--- config.mk ---
export PLATFORM = sky130hd
export DESIGN_NAME = disp_serial_tx
export DESIGN_NICKNAME = d
export VERILOG_FILES = /design/src/rtl/dtx_pkg.sv /design/src/rtl/dtx_halfcnt.sv /design/src/rtl/dtx_bitshift.sv /design/src/rtl/dtx_seq.sv /design/src/rtl/disp_serial_tx.sv
export SDC_FILE = /design/constraint.sdc
export NUM_CORES = 1
export LEC_CHECK = 0
export ABC_AREA = 1
export BUFFER_PORTS_ARGS = -buffer_cell sky130_fd_sc_hd__buf_4
export CAP_MARGIN = 30
export CORE_MARGIN = 2
export CORE_UTILIZATION = 45
export DETAILED_ROUTE_END_ITERATION = 8
export PLACE_DENSITY = 0.65
export REMOVE_ABC_BUFFERS = 1
export SLEW_MARGIN = 20
export SYNTH_ARGS = -nofsm -noshare
export SYNTH_HDL_FRONTEND = slang
export SYNTH_SLANG_ARGS = --single-unit
export TNS_END_PERCENT = 50
--- constraint.sdc ---
create_clock -name clk -period 2.8 [get_ports clk]
set_input_delay 0.84 -clock clk [delete_from_list [all_inputs] [get_ports clk]]
set_output_delay 0.84 -clock clk [all_outputs]
set_load 0.005 [all_outputs]
--- src/rtl/dtx_pkg.sv ---
package dtx_pkg;

  typedef enum logic [1:0] {
    DTX_IDLE  = 2'd0,
    DTX_SHIFT = 2'd1,
    DTX_HOLD  = 2'd2,
    DTX_TAIL  = 2'd3
  } dtx_state_e;

  // A command always ends its window; a data byte ends it only when marked last.
  function automatic logic dtx_closes_window(input logic is_data, input logic last);
    return (!is_data) || last;
  endfunction

endpackage

--- src/rtl/dtx_halfcnt.sv ---
module dtx_halfcnt #(
  parameter int DIV_W = 8
) (
  input  logic             clk,
  input  logic             rst_n,
  input  logic             load,
  input  logic [DIV_W-1:0] div_half,
  input  logic             run,
  output logic             slot_end
);

  // Effective half-period: zero is treated as one cycle.
  function automatic logic [DIV_W-1:0] eff_half(input logic [DIV_W-1:0] d);
    return (d == '0) ? DIV_W'(1) : d;
  endfunction

  logic [DIV_W-1:0] half_q;
  logic [DIV_W-1:0] cnt_q;
  logic             at_limit;

  assign at_limit = (cnt_q == half_q - DIV_W'(1));
  assign slot_end = run && at_limit;

  always_ff @(posedge clk or negedge rst_n) begin
    if (!rst_n) begin
      half_q <= DIV_W'(1);
    end else if (load) begin
      half_q <= eff_half(div_half);
    end
  end

  always_ff @(posedge clk or negedge rst_n) begin
    if (!rst_n) begin
      cnt_q <= '0;
    end else if (!run || at_limit) begin
      cnt_q <= '0;
    end else begin
      cnt_q <= cnt_q + DIV_W'(1);
    end
  end

  AST_CNT_BELOW_HALF: assert property (@(posedge clk) disable iff (!rst_n)
    run |-> (cnt_q < half_q));

  AST_HALF_FROZEN: assert property (@(posedge clk) disable iff (!rst_n)
    (run && $past(run)) |-> $stable(half_q));

endmodule

--- src/rtl/dtx_bitshift.sv ---
module dtx_bitshift #(
  parameter int BYTE_W = 8
) (
  input  logic              clk,
  input  logic              rst_n,
  input  logic              load,
  input  logic [BYTE_W-1:0] load_byte,
  input  logic              step,
  output logic              sdata_bit,
  output logic              phase_hi,
  output logic              byte_done
);

  localparam int IDX_W = (BYTE_W > 1) ? $clog2(BYTE_W) : 1;
  localparam logic [IDX_W-1:0] TOP_IDX = IDX_W'(BYTE_W - 1);

  logic [BYTE_W-1:0] sreg_q;
  logic [IDX_W-1:0]  idx_q;
  logic              hi_q;

  assign sdata_bit = sreg_q[BYTE_W-1];
  assign phase_hi  = hi_q;
  assign byte_done = step && hi_q && (idx_q == '0);

  always_ff @(posedge clk or negedge rst_n) begin
    if (!rst_n) begin
      sreg_q <= '1;
      idx_q  <= TOP_IDX;
      hi_q   <= 1'b0;
    end else if (load) begin
      sreg_q <= load_byte;
      idx_q  <= TOP_IDX;
      hi_q   <= 1'b0;
    end else if (step && !byte_done) begin
      if (!hi_q) begin
        hi_q <= 1'b1;
      end else begin
        hi_q   <= 1'b0;
        sreg_q <= {sreg_q[BYTE_W-2:0], 1'b0};
        idx_q  <= idx_q - IDX_W'(1);
      end
    end
  end

  AST_BIT_HELD_HIGH: assert property (@(posedge clk) disable iff (!rst_n)
    (hi_q && $past(hi_q)) |-> $stable(sdata_bit));

endmodule

--- src/rtl/dtx_seq.sv ---
module dtx_seq (
  input  logic                  clk,
  input  logic                  rst_n,
  input  logic                  in_valid,
  input  logic                  in_is_data,
  input  logic                  in_last,
  input  logic                  slot_end,
  input  logic                  byte_done,
  output logic                  in_ready,
  output logic                  load,
  output logic                  step,
  output logic                  run,
  output logic                  dc_q,
  output dtx_pkg::dtx_state_e   state
);
  import dtx_pkg::*;

  dtx_state_e state_q, state_n;
  logic       close_q;
  logic [1:0] win_bytes_q;

  assign state = state_q;

  always_comb begin
    case (state_q)
      DTX_IDLE: in_ready = 1'b1;
      DTX_HOLD: in_ready = in_is_data;
      default:  in_ready = 1'b0;
    endcase
  end

  assign load = in_valid && in_ready;
  assign run  = (state_q == DTX_SHIFT) || (state_q == DTX_TAIL);
  assign step = (state_q == DTX_SHIFT) && slot_end;

  always_comb begin
    state_n = state_q;
    case (state_q)
      DTX_IDLE:  if (load) state_n = DTX_SHIFT;
      DTX_SHIFT: if (byte_done) state_n = close_q ? DTX_TAIL : DTX_HOLD;
      DTX_HOLD: begin
        if (load) state_n = DTX_SHIFT;
        else if (in_valid && !in_is_data) state_n = DTX_TAIL;
      end
      DTX_TAIL:  if (slot_end) state_n = DTX_IDLE;
      default:   state_n = DTX_IDLE;
    endcase
  end

  always_ff @(posedge clk or negedge rst_n) begin
    if (!rst_n) begin
      state_q     <= DTX_IDLE;
      dc_q        <= 1'b1;
      close_q     <= 1'b1;
      win_bytes_q <= 2'd0;
    end else begin
      state_q <= state_n;
      if (load) begin
        dc_q    <= in_is_data;
        close_q <= dtx_closes_window(in_is_data, in_last);
        if (state_q == DTX_IDLE) win_bytes_q <= 2'd1;
        else if (win_bytes_q != 2'd3) win_bytes_q <= win_bytes_q + 2'd1;
      end
    end
  end

  AST_CMD_ONE_BYTE: assert property (@(posedge clk) disable iff (!rst_n)
    ((state_q != DTX_IDLE) && !dc_q) |-> (win_bytes_q == 2'd1));

endmodule

--- src/rtl/disp_serial_tx.sv ---
module disp_serial_tx #(
  parameter int BYTE_W = 8,
  parameter int DIV_W  = 8
) (
  input  logic              clk,
  input  logic              rst_n,
  input  logic [DIV_W-1:0]  div_half,
  input  logic              in_valid,
  output logic              in_ready,
  input  logic [BYTE_W-1:0] in_byte,
  input  logic              in_is_data,
  input  logic              in_last,
  output logic              lcd_cs_n,
  output logic              lcd_dc,
  output logic              lcd_sclk,
  output logic              lcd_sdata
);
  import dtx_pkg::*;

  logic       load, step, run, slot_end, byte_done;
  logic       sdata_bit, phase_hi, dc_q;
  logic       line_active;
  logic       shifter_busy;
  dtx_state_e state;

  dtx_seq u_seq (
    .clk        (clk),
    .rst_n      (rst_n),
    .in_valid   (in_valid),
    .in_is_data (in_is_data),
    .in_last    (in_last),
    .slot_end   (slot_end),
    .byte_done  (byte_done),
    .in_ready   (in_ready),
    .load       (load),
    .step       (step),
    .run        (run),
    .dc_q       (dc_q),
    .state      (state)
  );

  dtx_halfcnt #(.DIV_W(DIV_W)) u_div (
    .clk      (clk),
    .rst_n    (rst_n),
    .load     (load),
    .div_half (div_half),
    .run      (run),
    .slot_end (slot_end)
  );

  dtx_bitshift #(.BYTE_W(BYTE_W)) u_shf (
    .clk       (clk),
    .rst_n     (rst_n),
    .load      (load),
    .load_byte (in_byte),
    .step      (step),
    .sdata_bit (sdata_bit),
    .phase_hi  (phase_hi),
    .byte_done (byte_done)
  );

  assign line_active  = (state != DTX_IDLE);
  assign shifter_busy = run;

  assign lcd_cs_n  = !line_active;
  assign lcd_dc    = line_active ? dc_q : 1'b1;
  assign lcd_sclk  = (state == DTX_SHIFT) ? phase_hi : 1'b1;
  assign lcd_sdata = line_active ? sdata_bit : 1'b1;

  AST_READY_NOT_BUSY: assert property (@(posedge clk) disable iff (!rst_n)
    in_ready |-> !shifter_busy);

  AST_SDATA_AT_RISE: assert property (@(posedge clk) disable iff (!rst_n)
    ($rose(lcd_sclk) && !lcd_cs_n) |-> $stable(lcd_sdata));

  AST_DC_STEADY: assert property (@(posedge clk) disable iff (!rst_n)
    (!lcd_cs_n && !$past(lcd_cs_n)) |-> $stable(lcd_dc));

  AST_CLK_HIGH_AT_RELEASE: assert property (@(posedge clk) disable iff (!rst_n)
    $rose(lcd_cs_n) |-> $past(lcd_sclk));

endmodule

Yosys cells after proc, flatten, opt, wreduce, memory -nomap -nowiden

Cells that the tools add are included.

Register bits: 32
Input port bits: 21
Output and inout bits: 5

Add/sub/neg operators: 3
Eq/ne operators: 8
Multiplexer cells: 22
Reduce and logical (&&, ||, !) cells: 22

Operators with widths:

| operator              | number |
|---|---|
| $mux W8               | 5 |
| $mux W2               | 5 |
| $mux W3               | 3 |
| $add A8 B1 Y8 const B | 1 |
| $eq A8 B8 Y1          | 1 |
| $logic_not A8 Y1      | 1 |
| $pmux W2 S4           | 1 |
| $sub A8 B1 Y8 const B | 1 |
| $logic_and A1 B1 Y1   | 7 |
| $mux W1               | 7 |
| $reduce_bool A2 Y1    | 3 |
| $eq A2 B2 Y1 const B  | 2 |
| $logic_not A1 Y1      | 4 |
| $ne A2 B1 Y1 const B  | 2 |
| $reduce_and A4 Y1     | 1 |
| $logic_not A3 Y1      | 1 |
| $logic_or A1 B1 Y1    | 3 |
| $ne A3 B2 Y1 const B  | 1 |
| $sub A3 B1 Y3 const B | 1 |
| $eq A2 B1 Y1 const B  | 1 |
| $logic_not A2 Y1      | 1 |
| $ne A2 B2 Y1 const B  | 1 |
| $pmux W1 S2           | 1 |
| $reduce_and A2 Y1     | 1 |

Depth between registers and ports, before layout

Gate-level depths: netlist of run 1.

Depth after elaboration: 10
Depth in mapped cells: 15
Depth with buffers taken out: 15

Modules after synthesis

Synthesis of run 1 repeated with hierarchy kept, for this count alone.

Cells, all modules: 286
Area, all modules: 2070.7 µm²

By module, submodules not included:

| module         | instances | cells an instance | area an instance (µm²) | seq. area each (µm²) |
|---|---|---|---|---|
| dtx_halfcnt    | 1         | 155               | 1054.8                 | 401.6 |
| dtx_bitshift   | 1         | 89                | 726.9                  | 314.1 |
| dtx_seq        | 1         | 35                | 256.5                  | 102.6 |
| disp_serial_tx | 1         | 7                 | 32.5                   | 0.0 |

Worst setup path after synthesis of run 1

OpenSTA, ideal clock, no wires.

Path type: input to output
From: in in_is_data
To: out in_ready
Arrival time: 1069 ps
Path slack: 891 ps
Stages on the path: 2
Cells stage by stage: inv_1 > a21oi_1

Cells in the longest elaborated chain, start to end: 1

Ends and longest elaborated chain:

| what               | RTL line             | text |
|---|---|---|
| start: declaration | disp_serial_tx.sv:11 | `input logic in_is_data,` |
| $pmux W1 S2        | dtx_seq.sv:25        | `case (state_q)` |
| end: declaration   | disp_serial_tx.sv:9  | `output logic in_ready,` |

No other way between the ends.

Final worst setup path of run 1

Ends and elaborated chain as after synthesis.

==> results.md, run 1 <==
* Status: complete, no violations
* Routed vias/inst at approximately 4.8
* Area share of the largest cell type after synthesis at ~23%
* CTS tree: done
* Post-CTS setup buffer count at 0
* Final WL at 3.748 mm
* Switching power at between 0.6 and 0.7 mW
* ANT cells at 0
* Die Height at approximately 70 microns
* Final hold vios at 0
* Final Util at between 50% and 60%
* Root buf cell: clkbuf_8
* Most common library cells after synthesis: nand2_1, inv_1, nor2_1
* EDFF count, synth at 0
* Max Slew Vio Count at 0
* # port buffers at 25
* Ys async rst share at 100.0%
* Min Clock Period, post-route at between 2000 and 2500 ps
* Post-Syn Area at ~2000 sq um
* Final cell count without fillers at 342
* Reg2reg end: u_shf.sreg_q[1]
* Hold path depth at 2
* Dpl cells at between 300 and 400
* Hold_ws at 473.7 ps
* Setup ws final at 669.4 ps
* Seq pwr share at between 40 and 50%
* Initial Util at between 40 and 50%
* Initial antenna violation count at 0
* Pin count of the biggest net entering global routing at 33
* Mapped Cells at between 200 and 300
* Clock buffer depth at 2
* Die X-Extent at ~70 microns
* Layout Nets at ~310
* Vias in the first global route at ~1,500
* Area leader, netlist: dfrtp_1
* Post-synthesis sequential area ratio at 41.34%
* Worst-path clk slew at 70 ps
* Tot GR Track Use at approximately 17%
* Netlist cell types at 32
* Die ar. at a little under 5000 sq um
* Slew @ Worst Pin at 407.0 ps
* Worst-Skew Late Latency at roughly 280 ps
* Hold Crit Class: flop to flop
* Area delta synth->final at 16.25%
* Row cnt at 24
* Hold buffers post-CTS at 0
* Antenna Nets Post-Route at 0
* Clk pwr share at 21.4%
* Pre-CTS WS at 590.2 ps
* RR Startpoint: u_div.half_q[0]
* Num CTS Buffers at 5
* Hpwl dp at between 2 and 3 mm
* Total power at around 1.7 mW
* Setup TNS at 0 ps
* TritonCTS Sinks at 32
* Critical path capture point type: output pin
* Final setup violation count at 0
* Mapped Avg Cell Area at 7.613 sq um
* Top cells by area, synth: dfrtp_1, dfstp_2, nand2_1
* Relative slew slack at 72.87%
* GRT overflow at 0
* RSZ-0062 raised after global routing: false
* Switch share at a little over a third
* Int Power at approximately 1.1 mW
* Max Cap Viol at 0
* P_leak at 1.212 nW
* CP required at ~2000 ps
* Ports at 26
* R2R Setup Slk at approximately 670 ps
* Final Skew at approximately 5.7 ps
* Worst hold endpoint: u_shf.sreg_q[3]
* Cell Area, Placed at between 2000 and 2500 sq um
* Critical path class: input pin to output pin
* WL per Instance at roughly 11 microns
* DRT iter0 DRCs at 95
* Seq cells post-synth at 32
* Share of layout cells above drive strength 1 at a little over a quarter
* CORE AREA at 4294 sq um
* WP data arrival at 1290 ps
* First-pass GRT wire length at around 6.7 mm
* Vias at ~1,600
* Post-CTS Resized at 0
* PD cells at 750.1 nW/um^2
* Synth Flop Type: dfrtp_1
* DRC violations left at 0
* Most numerous cell in the Yosys netlist: nand2_1
* Final Cell Area at 2301 sq um
* 1st-pass router iterations at 4
* CP max FO at 2
* Logic pwr share at 33.7%
* Maximum VDD drop at 310.5 uV
* Highest Clock Rate at roughly 470 MHz
* Crit path launch type: input pin
* H-tree depth at 2
* HP Start: u_shf.sreg_q[3]
* R2R cell count at 13
* Gp weighted congestion at 0.7868
* YS warnings at 0
* Final period util at approximately 76%
-- layout by cell type, fill, tap and decap left out, drive strengths merged --
cell / n
a21oi: 4
and3: 1
buf: 27
clkbuf: 7
clkinv: 1
clkinvlp: 1
dfrtp: 18
dfstp: 14
ha: 4
inv: 29
nand2: 102
nand3: 18
nand3b: 1
nand4: 4
nor2: 29
nor3: 3
nor4: 1
o211ai: 1
o21ai: 10
o22a: 1
or2: 3
xnor2: 5
xor2: 6
-- how the worst max path moves through the flow --
stage	depth (start not counted)	slack (ps)	endpoint	from
after global placement	7	670	u_div.half_q[0]	in_is_data
after floorplan	8	680	u_shf.sreg_q[1]	in_is_data
after detailed placement	9	590	u_shf.sreg_q[2]	in_is_data
final	4	670	in_ready	in_is_data
after CTS	13	650	u_shf.sreg_q[1]	u_div.half_q[0]
after global routing	13	460	u_shf.idx_q[1]	u_div.half_q[0]
-- final cells by class --
class	instances	area (sq um)
clock buffer	7	86.33
clock inverter	1	7.507
fill	415	1993
inverter	30	112.6
multi-input combinational	193	1008
sequential	32	818.3
tap	52	65.06
timing repair buffer	27	202.7
-- state kept, by name (all words and copies together) (netlist names) --
name            flops
u_div.cnt_q         8
u_div.half_q        8
u_shf.sreg_q        8
u_shf.idx_q         3
u_seq.state         2
u_seq.close_q       1
u_seq.dc_q          1
u_shf.phase_hi      1
-- power by group through the flow --
stage                     clock network, mW  registers (mW)  logic [mW]
final                                 0.370           0.775       0.581
after global routing                  0.399           0.799       0.688
after CTS                             0.381           0.777       0.589
after detailed placement                  0           0.785       0.586
after global placement                    0           0.777       0.579
after floorplan                           0           0.754       0.468
-- routing by layer --
metal,routed length [microns],share of wire (%),global-route usage (%)
met1,1827,49,21.78
met3,97,2.6,3.608
met5,0,0,0
met4,73,1.9,8.333
met2,1750,47,27.15
-- cell families (layout without fill, tap and decap cells) --
| group | after synthesis | in the layout | share of synthesized area (%) |
|---|---|---|---|
| AND/OR/NAND/NOR | 162 | 162 | 39.19 |
| XOR/XNOR | 11 | 11 | 4.867 |
| AO/OA/AOI/OAI | 16 | 16 | 4.362 |
| flip-flops | 32 | 32 | 41.34 |
| adder cells (fa/ha/maj) | 4 | 4 | 2.529 |
| buffers and inverters | 35 | 65 | 7.711 |
-- worst max-delay path, stage by stage --
cell and delay, ps:
buf_4 80, inv_1 40, a21oi_1 190, buf_4 150
(Power assumes the default switching activity.)
==> inputs of run 2 (changes only) <==
==> constraint.sdc (replaced) <==
create_clock -name clk -period 2.1 [get_ports clk]
set_input_delay 0.63 -clock clk [delete_from_list [all_inputs] [get_ports clk]]
set_output_delay 0.63 -clock clk [all_outputs]
set_load 0.005 [all_outputs]
==> results.md, run 2 (synthesis results as in run 1) <==
* Highest Clock Rate at approximately 510 MHz
* Final Cell Area at 2310 sq um (+0.38%)
* Root buf cell: clkbuf_8
* Final hold vios at 0 (unchanged)
* Routed vias/inst at 4.746 (-1.4%)
* Die ar. at 4945 sq um (unchanged)
* Worst path cell trace: inv_2, ha_1, inv_1, nand2_1, nand3_1, nand2_1, inv_2, nand2_1, nor2_4, nand4_4, buf_4, nand3_2, nand2_1
* Area of the multi-input gates at 1013 sq um (+0.50%)
* Final Util at 53.79% (+0.20 points)
* Antenna Nets Post-Route at 0 (unchanged)
* Slew @ Worst Pin at 410.9 ps (+3.922 ps)
* Critical path class: flop to flop
* Max Cap Viol at 0 (unchanged)
* Status: complete, no violations
* Reg2reg end: u_shf.sreg_q[2]
* Worst-path clk slew at 70 ps (about the same)
* DRC violations left at 0 (unchanged)
* CP max FO at 9 (+7)
* Top routing layer in use: met4
* Vias in the first global route at 1,546 (+0.26%)
* WL per Instance at 11.05 microns (+0.85%)
* Hold buffers post-CTS at 0 (unchanged)
* Critical path capture point type: flop
* Num CTS Buffers at 5 (unchanged)
* Relative slew slack at 72.58% (-0.29 points)
* Die X-Extent at 70.32 microns (unchanged)
* Crit path largest cell delay at 550 ps (+360 ps)
* Area delta synth->final at 16.69%
* Final WL at 3.791 mm (+1.1%)
* 1st-pass router iterations at 7 (+3)
* Tot GR Track Use at 17.44% (+0.43 points)
* Maximum VDD drop at 524.9 uV (+69%)
* Worst-Skew Late Latency at 280 ps (about the same)
* WP data arrival at 2160 ps (+870 ps)
* Layout Nets at 315 (+0.32%)
* WL met3 at 136 microns (+40%)
* Setup ws final at 156.9 ps (-512.5 ps)
* First-pass GRT wire length at 6.810 mm (+2.4%)
* Total power at 2.324 mW (+35%)
* R2R Setup Slk at 160 ps (-510 ps)
* TritonCTS Sinks at 32 (unchanged)
* Most frequent cells in the layout: nand2_1, buf_4, inv_1
* Final Skew at 4.139 ps (-1.527 ps)
* Storage element area at 818.3 sq um (unchanged)
* Clock buffer depth at 2 (unchanged)
* Worst path most repeated cell: nand2_1
* # port buffers at 25 (unchanged)
* Post-CTS Resized at 0 (unchanged)
* Max Slew Vio Count at 0 (unchanged)
* P_leak at 1.217 nW (+0.45%)
* CTS tree: done
* CORE AREA at 4294 sq um (unchanged)
* Vias at 1,628 (-1.1%)
* Post-CTS setup buffer count at 0 (unchanged)
* Final setup violation count at 0 (unchanged)
* Most common cell after layout, fill and taps aside: nand2_1
* Final period util at approximately 90%
* CP required at 2320 ps (+360 ps)
* RSZ-0062 raised after global routing: false
* R2R cell count at 13 (unchanged)
* Gp weighted congestion at 0.8201 (+4.2%)
* Hpwl dp at 2.847 mm (+0.34%)
* WL met1 at 1.820 mm (-0.38%)
* Min Clock Period, post-route at about 2000 ps
* Row cnt at 24 (unchanged)
* Largest regs: u_div.cnt_q x8, u_div.half_q x8, u_shf.sreg_q x8
* Initial Util at 46.10% (unchanged)
* Ports at 26 (unchanged)
* GRT overflow at 0 (unchanged)
* Setup TNS at 0 ps (unchanged)
* CP max-delay cell: dfstp_2
* Met2 wire length at 1.754 mm (+0.23%)
* Fillers at 428 (+3.1%)
* ANT cells at 0 (unchanged)
* DRT iter0 DRCs at 88 (-7.4%)
* PD cells at 1006 nW/um^2 (+34%)
* H-tree depth at 2 (unchanged)
* Cell Area, Placed at 2215 sq um (+0.34%)
* Pre-CTS WS at 133.4 ps (-456.8 ps)
* Initial antenna violation count at 0 (unchanged)
* Pin count of the biggest net entering global routing at 33 (unchanged)
* Hold Crit Class: input pin to asynchronous set/reset pin
* Crit path launch type: flop
* Die Height at 70.32 microns (unchanged)
* RR Startpoint: u_div.half_q[0]
* Share of layout cells above drive strength 1 at 26.46% (-0.091 points)
[run 2: cell count changes in the layout (fill, tap and decap cells not counted)]
| cell | previous run | this run |
|---|---|---|
| buf_4 | 27 | 28 |
| clkbuf_1 | 1 | 2 |
| clkinvlp_4 | 1 | 0 |
| nor2_2 | 3 | 2 |
| nor2_4 | 2 | 3 |
[run 2: layout make-up]
cell class | count | area share (%)
inverter | 30 | 4.875
multi-input combinational | 193 | 43.88
tap | 52 | 2.817
timing repair buffer | 28 | 9.101
sequential | 32 | 35.43
clock buffer | 8 | 3.900
[run 2: worst max path at each step]
stage,depth (start not counted),slack (ps),start,to
finish,13,160,u_div.half_q[0],u_shf.sreg_q[2]
global route,13,20,u_div.half_q[0],u_shf.sreg_q[3]
CTS,13,120,u_div.half_q[0],u_shf.sreg_q[6]
detailed placement,13,130,u_div.half_q[0],u_shf.sreg_q[2]
global placement,13,170,u_div.half_q[0],u_shf.sreg_q[5]
floorplan,8,190,in_is_data,u_shf.sreg_q[1]
[run 2: report_power, final]
| group | leakage (nW) | internal [mW] | total [mW] | switching (mW) |
|---|---|---|---|---|
| Clock | 0.0455 | 0.267 | 0.489 | 0.222 |
| Sequential | 0.363 | 0.858 | 1.05 | 0.188 |
| Combinational | 0.809 | 0.370 | 0.789 | 0.419 |
| Total | 1.22 | 1.49 | 2.32 | 0.830 |
[run 2: metrics by stage]
step           std cells  hold slack (ps)
3_3_place_gp         335            460.0
2_1_floorplan        255            334.4
6_report             343            272.0
4_1_cts              343            285.5
5_1_grt              343            303.0
3_5_place_dp         335            462.7
[run 2: metal layers]
layer	GRT usage, %	up-vias
met1	23.64	731
li1	-	863
met2	26.83	27
met4	7.265	0
met5	0	-
met3	3.896	7
[run 2: critical path: cells and delay by family, from the launching register on]
kind | cells | cell delay (ps)
adders and majority gates | 1 | 230
buffers and inverters | 4 | 380
DFF | 1 | 550
and+or+nand+nor | 8 | 690
==> inputs of run 3 (changes only) <==
==> constraint.sdc (replaced) <==
create_clock -name clk -period 2.2 [get_ports clk]
set_input_delay 0.66 -clock clk [delete_from_list [all_inputs] [get_ports clk]]
set_output_delay 0.66 -clock clk [all_outputs]
set_load 0.005 [all_outputs]
==> results.md, run 3 (synthesis results as in run 1) <==
* Final setup violation count at 0 (unchanged)
* Status: complete, no violations
* Largest regs: u_div.cnt_q x8, u_div.half_q x8, u_shf.sreg_q x8
* Critical path capture point type: flop
* GRT overflow at 0 (unchanged)
* CP required at 2410 ps (+90 ps)
* # port buffers at 25 (unchanged)
* CORE AREA at 4294 sq um (unchanged)
* Hold Crit Class: input pin to asynchronous set/reset pin
* R2R Setup Slk at 190 ps (+40 ps)
* Slew @ Worst Pin at 424.2 ps (+13.30 ps)
* Maximum VDD drop at 415.3 uV (-21%)
* DRT iter0 DRCs at 90 (+2.3%)
* Critical path class: flop to flop
* Worst-path clk slew at 70 ps (about the same)
* Final Util at 53.90% (+0.12 points)
* Post-CTS setup buffer count at 0 (unchanged)
* PD cells at 961.4 nW/um^2 (-4.5%)
* WP data arrival at 2220 ps (+60 ps)
* Crit path buffers/inverters at 4 (unchanged)
* Max Cap Viol at 0 (unchanged)
* Share of layout cells above drive strength 1 at 26.80% (+0.34 points)
* Relative slew slack at 71.69% (-0.89 points)
* Crit path largest cell delay at 550 ps (about the same)
* Die ar. at 4945 sq um (unchanged)
* Final period util at 91.19% (-1.3 points)
* Crit path launch type: flop
* RR Startpoint: u_div.half_q[0]
* RSZ-0062 raised after global routing: false
* Hpwl dp at 2.735 mm (-3.9%)
* Worst-Skew Late Latency at 280 ps (about the same)
* Most frequent cells in the layout: nand2_1, buf_4, inv_1
* Reg2reg end: u_shf.sreg_q[6]
* Max Slew Vio Count at 0 (unchanged)
* CP max-delay cell: dfstp_2
* Tot GR Track Use at 16.45% (-0.98 points)
* Final hold vios at 0 (unchanged)
* Highest Clock Rate at 498.5 MHz (-3.1%)
* Final WL at 3.649 mm (-3.7%)
* Gp weighted congestion at 0.8244 (+0.52%)
* Vias in the first global route at 1,490 (-3.6%)
* Row cnt at 24 (unchanged)
* Routed vias/inst at 4.749 (about the same)
* First-pass GRT wire length at 6.451 mm (-5.3%)
* Pin count of the biggest net entering global routing at 33 (unchanged)
* Die Height at 70.32 microns (unchanged)
* R2R cell count at 13 (unchanged)
* Area delta synth->final at 16.94%
* DRC violations left at 0 (unchanged)
* Ports at 26 (unchanged)
* Cell family with most CP delay: simple AND/OR/NAND/NOR gates
* CTS tree: done
* TritonCTS Sinks at 32 (unchanged)
* Clock buffer depth at 2 (unchanged)
* Die X-Extent at 70.32 microns (unchanged)
* Setup TNS at 0 ps (unchanged)
* Worst path most repeated cell: nand2_1
* Layout Nets at 315 (unchanged)
* Initial antenna violation count at 0 (unchanged)
* Vias at 1,629 (+0.061%)
* Antenna Nets Post-Route at 0 (unchanged)
* Min Clock Period, post-route at 2006 ps (+63.05 ps)
* ANT cells at 0 (unchanged)
* WL per Instance at 10.64 microns (-3.7%)
* Post-CTS Resized at 0 (unchanged)
* Final Skew at 5.288 ps (+1.149 ps)
* Num CTS Buffers at 5 (unchanged)
* 1st-pass router iterations at 4 (-3)
* Initial Util at 46.10% (unchanged)
* Total power at 2.225 mW (-4.3%)
* H-tree depth at 2 (unchanged)
* Hold buffers post-CTS at 0 (unchanged)
* Setup ws final at 193.9 ps (+36.95 ps)
* CP max FO at 7 (-2)
* Worst path cell trace: inv_2, ha_1, inv_1, nand2_1, nand3_1, nand2_1, inv_2, nand2_1, nor2_2, nand4_4, buf_4, nand3_2, nand2_1
* P_leak at 1.223 nW (+0.47%)
* Pre-CTS WS at 206.7 ps (+73.30 ps)
* Root buf cell: clkbuf_8
* Most common cell after layout, fill and taps aside: nand2_1
## run 3: cell counts in the layout (fill, tap and decap cells not counted)
No cell type changed its count.
## run 3: how the worst max path moves through the flow
stage	depth (start not counted)	start	endpoint	slack [ps]
global placement	13	u_div.half_q[0]	u_shf.sreg_q[3]	250
finish	13	u_div.half_q[0]	u_shf.sreg_q[6]	190
CTS	13	u_div.half_q[0]	u_shf.sreg_q[3]	190
global route	13	u_div.half_q[0]	u_shf.sreg_q[7]	0.4
floorplan	8	in_is_data	u_shf.sreg_q[1]	260
detailed placement	13	u_div.half_q[0]	u_shf.sreg_q[3]	210
## run 3: final cells by class
cell class / count / area, sq um
Fill cell: 429 / 1979
Inverter: 30 / 112.6
Tap cell: 52 / 65.06
Clock buffer: 8 / 100.1
Multi-Input combinational cell: 193 / 1008
Timing Repair Buffer: 28 / 210.2
Sequential cell: 32 / 818.3
## run 3: report_power, final
group          switching, mW  total [mW]  internal [mW]
Clock                  0.213       0.499          0.285
Combinational          0.385       0.736          0.351
Sequential             0.172       0.991          0.818
Total                  0.771        2.23           1.45
## run 3: metal layers
layer	GRT usage, %	wire length (microns)
met5	0	0
met4	6.410	63
met3	4.040	122
met2	25.79	1632
met1	21.85	1830
## run 3: through the flow
stage	instances	hold WS [ps]	area, sq um
global placement	335	458.2	2215
global route	343	332.8	2315
finish	343	307.3	2315
detailed placement	335	463.2	2215
floorplan	255	364.4	1939
CTS	343	317.7	2315
